$ cat src/rtl/flst_pkg.sv
package flst_pkg;

  typedef enum logic [2:0] {
    M_IDLE  = 3'd0,
    M_PROG  = 3'd1,
    M_ERASE = 3'd2,
    M_SUSP  = 3'd3,
    M_SPROG = 3'd4
  } mode_e;

  function automatic logic mode_busy(input mode_e m);
    return (m == M_PROG) || (m == M_ERASE) || (m == M_SPROG);
  endfunction

endpackage

$ cat src/rtl/flst_rst_sync.sv
module flst_rst_sync #(
  parameter int STAGES = 2
) (
  input  logic clk,
  input  logic rst_n,
  output logic rst_s_n
);

  logic [STAGES-1:0] sh_q;

  always_ff @(posedge clk or negedge rst_n) begin
    if (!rst_n) begin
      sh_q <= '0;
    end else begin
      sh_q <= {sh_q[STAGES-2:0], 1'b1};
    end
  end

  assign rst_s_n = sh_q[STAGES-1];

endmodule

$ cat src/rtl/flst_ctrl.sv
module flst_ctrl
  import flst_pkg::*;
#(
  parameter int ADDR_W   = 12,
  parameter int SECT_LSB = 8,
  localparam int SECT_W  = ADDR_W - SECT_LSB
) (
  input  logic              clk,
  input  logic              rst_n,
  input  logic              cmd_prog,
  input  logic              cmd_erase,
  input  logic              cmd_susp,
  input  logic              cmd_resume,
  input  logic              op_done,
  input  logic [ADDR_W-1:0] cmd_addr,
  input  logic              pgm_poll_d,
  output mode_e             mode,
  output logic [ADDR_W-1:0] tgt_addr,
  output logic              tgt_poll,
  output logic [SECT_W-1:0] er_sect,
  output logic              clr_busy_tog,
  output logic              clr_sect_tog
);

  mode_e             mode_q, mode_d;
  logic [ADDR_W-1:0] addr_q, addr_d;
  logic              poll_q, poll_d;
  logic [SECT_W-1:0] sect_q, sect_d;
  logic              cap_prog, cap_erase;
  logic              cmd_sect_hit;

  assign cmd_sect_hit = (cmd_addr[ADDR_W-1:SECT_LSB] == sect_q);

  // next-state
  always_comb begin
    mode_d       = mode_q;
    cap_prog     = 1'b0;
    cap_erase    = 1'b0;
    clr_busy_tog = 1'b0;
    clr_sect_tog = 1'b0;
    unique case (mode_q)
      M_IDLE: begin
        if (cmd_prog) begin
          mode_d       = M_PROG;
          cap_prog     = 1'b1;
          clr_busy_tog = 1'b1;
          clr_sect_tog = 1'b1;
        end else if (cmd_erase) begin
          mode_d       = M_ERASE;
          cap_erase    = 1'b1;
          clr_busy_tog = 1'b1;
          clr_sect_tog = 1'b1;
        end
      end
      M_PROG: begin
        if (op_done) mode_d = M_IDLE;
      end
      M_ERASE: begin
        if (op_done)       mode_d = M_IDLE;
        else if (cmd_susp) mode_d = M_SUSP;
      end
      M_SUSP: begin
        if (cmd_resume) begin
          mode_d = M_ERASE;
        end else if (cmd_prog && !cmd_sect_hit) begin
          mode_d       = M_SPROG;
          cap_prog     = 1'b1;
          clr_busy_tog = 1'b1;
        end
      end
      M_SPROG: begin
        if (op_done) mode_d = M_SUSP;
      end
      default: mode_d = M_IDLE;
    endcase
  end

  always_comb begin
    addr_d = addr_q;
    poll_d = poll_q;
    sect_d = sect_q;
    if (cap_prog) begin
      addr_d = cmd_addr;
      poll_d = pgm_poll_d;
    end
    if (cap_erase) begin
      sect_d = cmd_addr[ADDR_W-1:SECT_LSB];
    end
  end

  // registers
  always_ff @(posedge clk or negedge rst_n) begin
    if (!rst_n) begin
      mode_q <= M_IDLE;
      addr_q <= '0;
      poll_q <= 1'b0;
      sect_q <= '0;
    end else begin
      mode_q <= mode_d;
      if (cap_prog) begin
        addr_q <= addr_d;
        poll_q <= poll_d;
      end
      if (cap_erase) begin
        sect_q <= sect_d;
      end
    end
  end

  assign mode     = mode_q;
  assign tgt_addr = addr_q;
  assign tgt_poll = poll_q;
  assign er_sect  = sect_q;

  // an active program only leaves by completing
  p_prog_hold_r11: assert property (@(posedge clk) disable iff (!rst_n)
    (mode_q == M_PROG && !op_done) |=> (mode_q == M_PROG));

  // a program under suspend never targets the suspended sector
  p_sprog_sect_r9: assert property (@(posedge clk) disable iff (!rst_n)
    ($past(mode_q) == M_SUSP && mode_q == M_SPROG)
      |-> (addr_q[ADDR_W-1:SECT_LSB] != sect_q));

endmodule

$ cat src/rtl/flst_tog.sv
module flst_tog (
  input  logic clk,
  input  logic rst_n,
  input  logic clr,
  input  logic flip,
  output logic q
);

  logic q_q, q_d;

  always_comb begin
    q_d = q_q;
    if (clr)       q_d = 1'b0;
    else if (flip) q_d = ~q_q;
  end

  always_ff @(posedge clk or negedge rst_n) begin
    if (!rst_n) begin
      q_q <= 1'b0;
    end else if (clr || flip) begin
      q_q <= q_d;
    end
  end

  assign q = q_q;

endmodule

$ cat src/rtl/flst_mux.sv
module flst_mux
  import flst_pkg::*;
#(
  parameter int DATA_W   = 16,
  parameter int POLL_BIT = 7,
  parameter int BUSY_BIT = 6,
  parameter int SECT_BIT = 2
) (
  input  mode_e             mode,
  input  logic              addr_hit,
  input  logic              sect_hit,
  input  logic              tgt_poll,
  input  logic              busy_tog,
  input  logic              sect_tog,
  input  logic [DATA_W-1:0] arr_data,
  output logic [DATA_W-1:0] dq
);

  logic poll_v, busy_v, sect_v;

  always_comb begin
    poll_v = arr_data[POLL_BIT];
    busy_v = arr_data[BUSY_BIT];
    sect_v = arr_data[SECT_BIT];
    unique case (mode)
      M_PROG: begin
        busy_v = busy_tog;
        if (addr_hit) begin
          poll_v = ~tgt_poll;
          sect_v = sect_tog;
        end
      end
      M_ERASE: begin
        busy_v = busy_tog;
        if (sect_hit) begin
          poll_v = 1'b0;
          sect_v = sect_tog;
        end
      end
      M_SUSP: begin
        if (sect_hit) begin
          poll_v = 1'b1;
          busy_v = 1'b1;
          sect_v = sect_tog;
        end
      end
      M_SPROG: begin
        busy_v = busy_tog;
        if (addr_hit) poll_v = ~tgt_poll;
      end
      default: ;
    endcase
  end

  for (genvar g = 0; g < DATA_W; g++) begin : g_bit
    if (g == POLL_BIT) begin : g_poll
      assign dq[g] = poll_v;
    end else if (g == BUSY_BIT) begin : g_busy
      assign dq[g] = busy_v;
    end else if (g == SECT_BIT) begin : g_sect
      assign dq[g] = sect_v;
    end else begin : g_pass
      assign dq[g] = arr_data[g];
    end
  end

endmodule

$ cat src/rtl/flash_status_gen.sv
module flash_status_gen
  import flst_pkg::*;
#(
  parameter int ADDR_W   = 12,
  parameter int DATA_W   = 16,
  parameter int SECT_LSB = 8,
  parameter int POLL_BIT = 7,
  parameter int BUSY_BIT = 6,
  parameter int SECT_BIT = 2,
  localparam int SECT_W  = ADDR_W - SECT_LSB
) (
  input  logic              clk,
  input  logic              rst_n,
  input  logic              cmd_prog,
  input  logic              cmd_erase,
  input  logic              cmd_susp,
  input  logic              cmd_resume,
  input  logic              op_done,
  input  logic [ADDR_W-1:0] cmd_addr,
  input  logic              pgm_poll_d,
  input  logic              rd_stb,
  input  logic [ADDR_W-1:0] rd_addr,
  input  logic [DATA_W-1:0] arr_data,
  output logic [DATA_W-1:0] dq_out
);

  logic              rst_s_n;
  mode_e             mode;
  logic [ADDR_W-1:0] tgt_addr;
  logic              tgt_poll;
  logic [SECT_W-1:0] er_sect;
  logic              clr_busy_tog, clr_sect_tog;
  logic              addr_hit, sect_hit, busy;
  logic [1:0]        tog_clr, tog_flip, tog_q;

  flst_rst_sync #(.STAGES(2)) u_rst (
    .clk     (clk),
    .rst_n   (rst_n),
    .rst_s_n (rst_s_n)
  );

  flst_ctrl #(.ADDR_W(ADDR_W), .SECT_LSB(SECT_LSB)) u_ctrl (
    .clk          (clk),
    .rst_n        (rst_s_n),
    .cmd_prog     (cmd_prog),
    .cmd_erase    (cmd_erase),
    .cmd_susp     (cmd_susp),
    .cmd_resume   (cmd_resume),
    .op_done      (op_done),
    .cmd_addr     (cmd_addr),
    .pgm_poll_d   (pgm_poll_d),
    .mode         (mode),
    .tgt_addr     (tgt_addr),
    .tgt_poll     (tgt_poll),
    .er_sect      (er_sect),
    .clr_busy_tog (clr_busy_tog),
    .clr_sect_tog (clr_sect_tog)
  );

  assign addr_hit = (rd_addr == tgt_addr);
  assign sect_hit = (rd_addr[ADDR_W-1:SECT_LSB] == er_sect);
  assign busy     = mode_busy(mode);

  // index 0: busy toggle, index 1: sector toggle
  assign tog_clr[0]  = clr_busy_tog;
  assign tog_flip[0] = rd_stb && busy;
  assign tog_clr[1]  = clr_sect_tog;
  assign tog_flip[1] = rd_stb && sect_hit && (mode == M_ERASE || mode == M_SUSP);

  for (genvar t = 0; t < 2; t++) begin : g_tog
    flst_tog u_tog (
      .clk  (clk),
      .rst_n(rst_s_n),
      .clr  (tog_clr[t]),
      .flip (tog_flip[t]),
      .q    (tog_q[t])
    );
  end

  flst_mux #(
    .DATA_W  (DATA_W),
    .POLL_BIT(POLL_BIT),
    .BUSY_BIT(BUSY_BIT),
    .SECT_BIT(SECT_BIT)
  ) u_mux (
    .mode     (mode),
    .addr_hit (addr_hit),
    .sect_hit (sect_hit),
    .tgt_poll (tgt_poll),
    .busy_tog (tog_q[0]),
    .sect_tog (tog_q[1]),
    .arr_data (arr_data),
    .dq       (dq_out)
  );

  // nothing overlaid while idle
  p_idle_pass_r1: assert property (@(posedge clk) disable iff (!rst_s_n)
    (mode == M_IDLE) |-> (dq_out == arr_data));

  // back-to-back reads in one busy mode see bit 6 alternate
  p_busy_alt_r3: assert property (@(posedge clk) disable iff (!rst_s_n)
    (rd_stb && busy && $past(rd_stb) && $past(busy) && ($past(mode) == mode))
      |-> (dq_out[BUSY_BIT] != $past(dq_out[BUSY_BIT])));

  // both toggles start from 0 when an operation starts from idle
  p_start_clear_r3: assert property (@(posedge clk) disable iff (!rst_s_n)
    ($past(mode) == M_IDLE && mode != M_IDLE) |-> (!tog_q[0] && !tog_q[1]));

  // the sector toggle stays at 0 through a program
  p_prog_sect_r4: assert property (@(posedge clk) disable iff (!rst_s_n)
    (mode == M_PROG) |-> !tog_q[1]);

  // erase polls 0 inside the sector
  p_erase_poll_r5: assert property (@(posedge clk) disable iff (!rst_s_n)
    (mode == M_ERASE && sect_hit) |-> !dq_out[POLL_BIT]);

  // suspended sector reads 1 on bits 7 and 6
  p_susp_sect_r6: assert property (@(posedge clk) disable iff (!rst_s_n)
    (mode == M_SUSP && sect_hit) |-> (dq_out[POLL_BIT] && dq_out[BUSY_BIT]));

  // other sectors read plain data while suspended
  p_susp_other_r7: assert property (@(posedge clk) disable iff (!rst_s_n)
    (mode == M_SUSP && !sect_hit) |-> (dq_out == arr_data));

endmodule

$ cat config.mk
export PLATFORM = sky130hd
export DESIGN_NAME = flash_status_gen
export DESIGN_NICKNAME = d
export VERILOG_FILES = /design/src/rtl/flst_pkg.sv /design/src/rtl/flst_rst_sync.sv /design/src/rtl/flst_ctrl.sv /design/src/rtl/flst_tog.sv /design/src/rtl/flst_mux.sv /design/src/rtl/flash_status_gen.sv
export SDC_FILE = /design/constraint.sdc
export NUM_CORES = 1
export LEC_CHECK = 0
export BUFFER_PORTS_ARGS = -buffer_cell sky130_fd_sc_hd__buf_2
export CAP_MARGIN = 20
export CORE_MARGIN = 2
export CORE_UTILIZATION = 44
export CTS_CLUSTER_SIZE = 40
export DETAILED_ROUTE_END_ITERATION = 8
export PLACE_DENSITY = 0.76
export SYNTH_ARGS = -nofsm -noshare
export SYNTH_HDL_FRONTEND = slang
export SYNTH_SLANG_ARGS = --single-unit
$ cat constraint.sdc
create_clock -name clk -period 1.6 [get_ports clk]
set_clock_uncertainty 0.05 [all_clocks]
set_input_delay 0.16 -clock clk [delete_from_list [all_inputs] [get_ports clk]]
set_output_delay 0.16 -clock clk [all_outputs]
set_load 0.02 [all_outputs]
### Word level (Yosys, flattened, before mapping)

Index checks and enable logic that the tools add are counted.
Widths: inputs -> output; s select.

| operators by class | value |
|---|---|
| bitwise logic cells | 3 |
| muxes and demuxes | 32 |
| reduce and logical (&&, ||, !) cells | 19 |
| eq/ne operators | 12 |

Operator list:

| operator | number |
|---|---|
| $mux 3 | 8 |
| $mux 1 | 18 |
| $pmux 3 s5 | 1 |
| $eq 12x12->1 | 1 |
| $eq 4x4->1 | 2 |
| $pmux 1 s2 | 4 |
| $eq 3x2->1 const B | 2 |
| $ne 3x3->1 const B | 2 |
| $logic_or 1x1->1 | 5 |
| $reduce_and 5->1 | 1 |
| $logic_and 1x1->1 | 4 |
| $ne 2x2->1 const B | 2 |
| $reduce_and 2->1 | 2 |
| $reduce_bool 2->1 | 2 |
| $reduce_or 2->1 | 2 |
| $eq 3x1->1 const B | 1 |
| $eq 3x3->1 const B | 1 |
| $logic_not 3->1 | 1 |
| $ne 3x2->1 const B | 1 |
| $not 1->1 | 3 |
| $pmux 1 s3 | 1 |
| $reduce_or 3->1 | 1 |
| $logic_not 1->1 | 1 |

| word-level totals | value |
|---|---|
| register bits | 24 |
| output and inout bits | 16 |

### Longest topological paths before layout

| logic depth | value |
|---|---|
| word-level depth | 8 |
| mapped depth | 7 |
| gate-level depth less buffers | 5 |

### Modules after synthesis

From an unflattened synthesis, not the netlist that was laid out.

| unflattened totals | value |
|---|---|
| cell total of the unflattened synthesis | 156 |
| area, all modules | 1652.8 um2 |

Modules (own cells, without submodules):

| module | sequential area each (um2) | area an instance (um2) | cells an instance | times used |
|---|---|---|---|---|
| flst_ctrl | 500.5 | 1009.7 | 74 | 1 |
| flst_mux | 0.0 | 304.0 | 48 | 1 |
| flash_status_gen | 0.0 | 210.2 | 25 | 1 |
| flst_tog | 25.0 | 37.5 | 3 | 2 |
| flst_rst_sync | 50.0 | 53.8 | 3 | 1 |

### Worst setup path before layout

Ideal clock, no wire load.

| timing | value |
|---|---|
| path kind | register to register |
| start | reg u_ctrl.sect_q[2] (netlist: u_ctrl.er_sect[2]) |
| end | reg u_ctrl.addr_q[0] (netlist: u_ctrl.tgt_addr[0]) |
| library setup time | 0.125 ns |
| slack | -0.221 ns |
| data required time | 1.425 ns |
| data arrival time | 1.646 ns |
| period minus slack after synthesis | 1.821 ns |
| stages on the path, launching flop included | 7 |
| cell sequence | dfrtp_1 -> xor2_1 -> nor4_4 -> nor2_2 -> o21ai_4 -> buf_12 -> mux2_4 |

| between the ends | value |
|---|---|
| cells in the longest elaborated chain, start to end | 6 |

RTL lines:

| element | line | text |
|---|---|---|
| start, declared | flst_ctrl.sv:28 | `logic [SECT_W-1:0] sect_q, sect_d;` |
| start signal, assigned | flst_ctrl.sv:105 | `sect_q <= sect_d;` |
| $eq 4x4->1 | flst_ctrl.sv:32 | `assign cmd_sect_hit = (cmd_addr[ADDR_W-1:SECT_LSB] == sect_q);` |
| $logic_not 1->1 | flst_ctrl.sv:65 | `end else if (cmd_prog && !cmd_sect_hit) begin` |
| $logic_and 1x1->1 | flst_ctrl.sv:65 |  |
| $mux 1 | flst_ctrl.sv:65 |  |
| $mux 1 | flst_ctrl.sv:63 | `if (cmd_resume) begin` |
| $pmux 1 s2 | flst_ctrl.sv:41 | `unique case (mode_q)` |
| end signal, assigned | flst_ctrl.sv:101 | `addr_q <= addr_d;` |
| end, declared | flst_ctrl.sv:26 | `logic [ADDR_W-1:0] addr_q, addr_d;` |

No other way between the ends.
A chain may end at the register's enable or synchronous reset.

### Worst setup path in the final report

| timing | value |
|---|---|
| start | reg u_ctrl.sect_q[2] (netlist: u_ctrl.er_sect[2]) |
| end | out dq_out[2] |

| between the ends | value |
|---|---|
| cells in the longest elaborated chain, start to end | 3 |

RTL lines:

| element | line | text |
|---|---|---|
| $eq 4x4->1 | flash_status_gen.sv:61 | `assign sect_hit = (rd_addr[ADDR_W-1:SECT_LSB] == er_sect);` |
| $mux 1 | flst_mux.sv:35, flst_mux.sv:41 |  |
| $pmux 1 s2 | flst_mux.sv:25 | `unique case (mode)` |
| end, declared | flash_status_gen.sv:24 | `output logic [DATA_W-1:0] dq_out` |

No other way between the ends.

==> results.txt <==
Post-synthesis instance total: 159
Vias per cell: 5.198
Clk buf depth: 2
Seq cells post-synth: 24
Hold Path Cell Cnt: 2
Final setup vio count: 18
Pre-CTS WS: -0.2309 ns
Placed Area: 1934 um^2
TritonCTS Buffers: 3
Fmax: 0.5078 GHz
Pwr per Cell Area: 1847 nW/um^2
Max-cap violations: 0
FF/Latch Area: 600.6 um^2
Vias in the first global route: 1353
Die width: 64.90 um
CTS HTree Levels: 1
Layout fillers: 316
Critical Path RT: 1.39 ns
CP Max Fanout: 3
Post-synth cell types: 37
Average wire per standard cell: 14.95 um
Rows: 22
Final hold violations: 0
Critical Path Sink Type: output port
CTS tree: built
GRT met3 Usage: 4.688%
Multi-input logic area: 955.9 um^2
Path type of the worst min-delay path: primary input to register
Port buffer count: 38
Sink Count: 24
Fin crit share: 123.1%
R2R Setup Slk: -0.35 ns
GPL Wtd Cong: 0.9124
Global-route usage over all layers: 18.67%
DRC Markers: 0
Mapped Nets: 208
Post-synth ARST share: 100.0%
Worst path depth: 6
Initial drt markers: 53
Cell breakdown of the critical path: xnor2_2 -> nand4_1 -> nor2_2 -> a21oi_1 -> mux2_2 -> buf_2
Leak pwr: 1.002 nW
Layout cells sized above 1: 50.95%
Clock slew seen by the registers of the worst setup and hold paths: 0.08 ns
Final wirelength: 3858 um
WS Path Type: register to output port
I/O pin total: 65
Drt pass-1 iters: 4
M2 GR Usage: 31.57%
GR peak layer: met2
Mapped Area: 1632 um^2
Area of the die: 4211 um^2
Met1 Use GR: 23.78%
Worst setup margin: -0.3692 ns
Worst r2r path cells: 7
CP max-delay cell: dfrtp_1
Crit path max-delay family: flip-flops
Data arrival, critical path: 1.76 ns
Startpoint types: register
Die Y: 64.90 um
Core Footprint: 3606 um^2
Final Slew Violations: 0
Non-filler instance count after layout: 258
Nets: 260
GRT Residual Overflow: 0
Failing checks: setup timing
Final ANT Viol Nets: 0
Fin area: 2151 um^2
Avg Inst Size Synth: 10.26 um^2
Post-layout min period: 1.969 ns
Inst Count DP: 249
Dominant synthesized flop cell: dfrtp_1
Post-synth EDFFs: 0
Clk Tree Root Cell: clkbuf_8
Initial antenna violation count: 0
Share of the yosys chip area belonging to registers: 36.81%
Initial Utilization: 45.25%
Post-DP HPWL: 2821 um
Ant. Diodes: 0
First-pass GRT wire length: 6072 um
Outcome: complete, but fails checks
Worst Path Buf+Inv: 1
Unrepaired setup endpoints after global routing: yes
Worst-skew pair later-pin latency: 0.26 ns
P&R area growth vs syn: 31.82%
Via count: 1341
Largest net degree at the start of global routing: 23
CP peak stage delay: 0.42 ns
Commonest cells after routing, fill and taps aside: buf_2 (36), buf_4 (27), dfrtp_1 (24), xnor2_1 (17), mux2_4 (13)
Worst VDD drop: 862.9 uV
Hold WS: 0.06954 ns
Setup TNS: -5.576 ns
Synth Warn #: 0
Most common cell after layout, fill and taps aside: buf_2
kinds of logic (layout without fill, tap and decap cells):
group	Yosys count	after routing	share of synthesized area, %
and+or+nand+nor	35	35	12.35
xor gates and xnor gates	22	22	11.81
AOI/OAI and AO/OA	30	30	11.50
muxes	21	21	16.33
buffers and inverters	26	77	10.97
DFF	24	24	36.81
other	1	1	0.2298
report_power, final:
part / switching, W / internal (W) / leakage [nW]
clock network: 0.000191 / 0.000220 / 0.0288
registers: 0.000253 / 0.000887 / 0.289
logic: 0.00104 / 0.00138 / 0.684
cell usage after synthesis (4+ instances only):
master   instances  area, um^2
xnor2_1         18       157.7
dfrtp_1         24       600.6
nand2_1          4       15.01
o21ai_0          9       45.04
xor2_1           4       35.03
buf_4           17       127.6
nor2_1           9       33.78
inv_1            5       18.77
a21oi_1         10       50.05
mux2_4           9       135.1
nor3_1           5       25.02
nand4_1          4       25.02
mux2_2           9       101.4
state kept, by name, summed over array words and instances (netlist names):
| signal | count |
|---|---|
| u_ctrl.tgt_addr | 12 |
| u_ctrl.tgt_poll | 1 |
| u_ctrl.er_sect | 4 |
| u_ctrl.mode | 3 |
| g_tog.u_tog.q | 2 |
| u_rst.sh_q | 2 |
timing repair:
item,in CTS,in global routing
hold buffers,1,0
cloned,0,1
hold endpoints to repair,2,0
setup buffers,4,0
pin swaps,7,10
setup endpoints to repair,22,25
resized for setup,10,13
routing by layer:
metal	part of all wire (%)	routed length, um	vias up
li1	-	-	639
met1	42	1613	642
met2	50	1932	55
met3	7.1	274	5
met4	0.98	38	0
met5	0	0	-
cell type report:
| cell class | instances | area share [%] |
|---|---|---|
| clock buffer | 4 | 2.560 |
| inverter | 5 | 0.8726 |
| sequential | 24 | 27.92 |
| tap | 48 | 2.792 |
| multi-input combinational | 109 | 44.44 |
| timing repair buffer | 68 | 21.41 |
stage by stage:
step | power (W) | util [%]
floorplan | 0.002677 | -
global placement | 0.003160 | 53.64
detailed placement | 0.003223 | 53.64
CTS | 0.003796 | 57.29
global route | 0.004247 | 59.65
finish | 0.003973 | 59.65
final timing paths:
kind,to,startpoint
worst max-delay path,dq_out[2],u_ctrl.er_sect[2]$_DFFE_PN0P_
worst min-delay path,u_ctrl.tgt_addr[4]$_DFFE_PN0P_,cmd_addr[4]
worst max register to register,u_ctrl.tgt_addr[3]$_DFFE_PN0P_,u_ctrl.er_sect[0]$_DFFE_PN0P_
worst min register to register,u_ctrl.er_sect[0]$_DFFE_PN0P_,u_rst.sh_q[1]$_DFF_PN0_
max in group asynchronous,u_ctrl.mode[2]$_DFFE_PN0P_,u_rst.sh_q[1]$_DFF_PN0_
min in group asynchronous,u_rst.sh_q[1]$_DFF_PN0_,rst_n
Note: power is estimated with default switching activity, not from simulation.
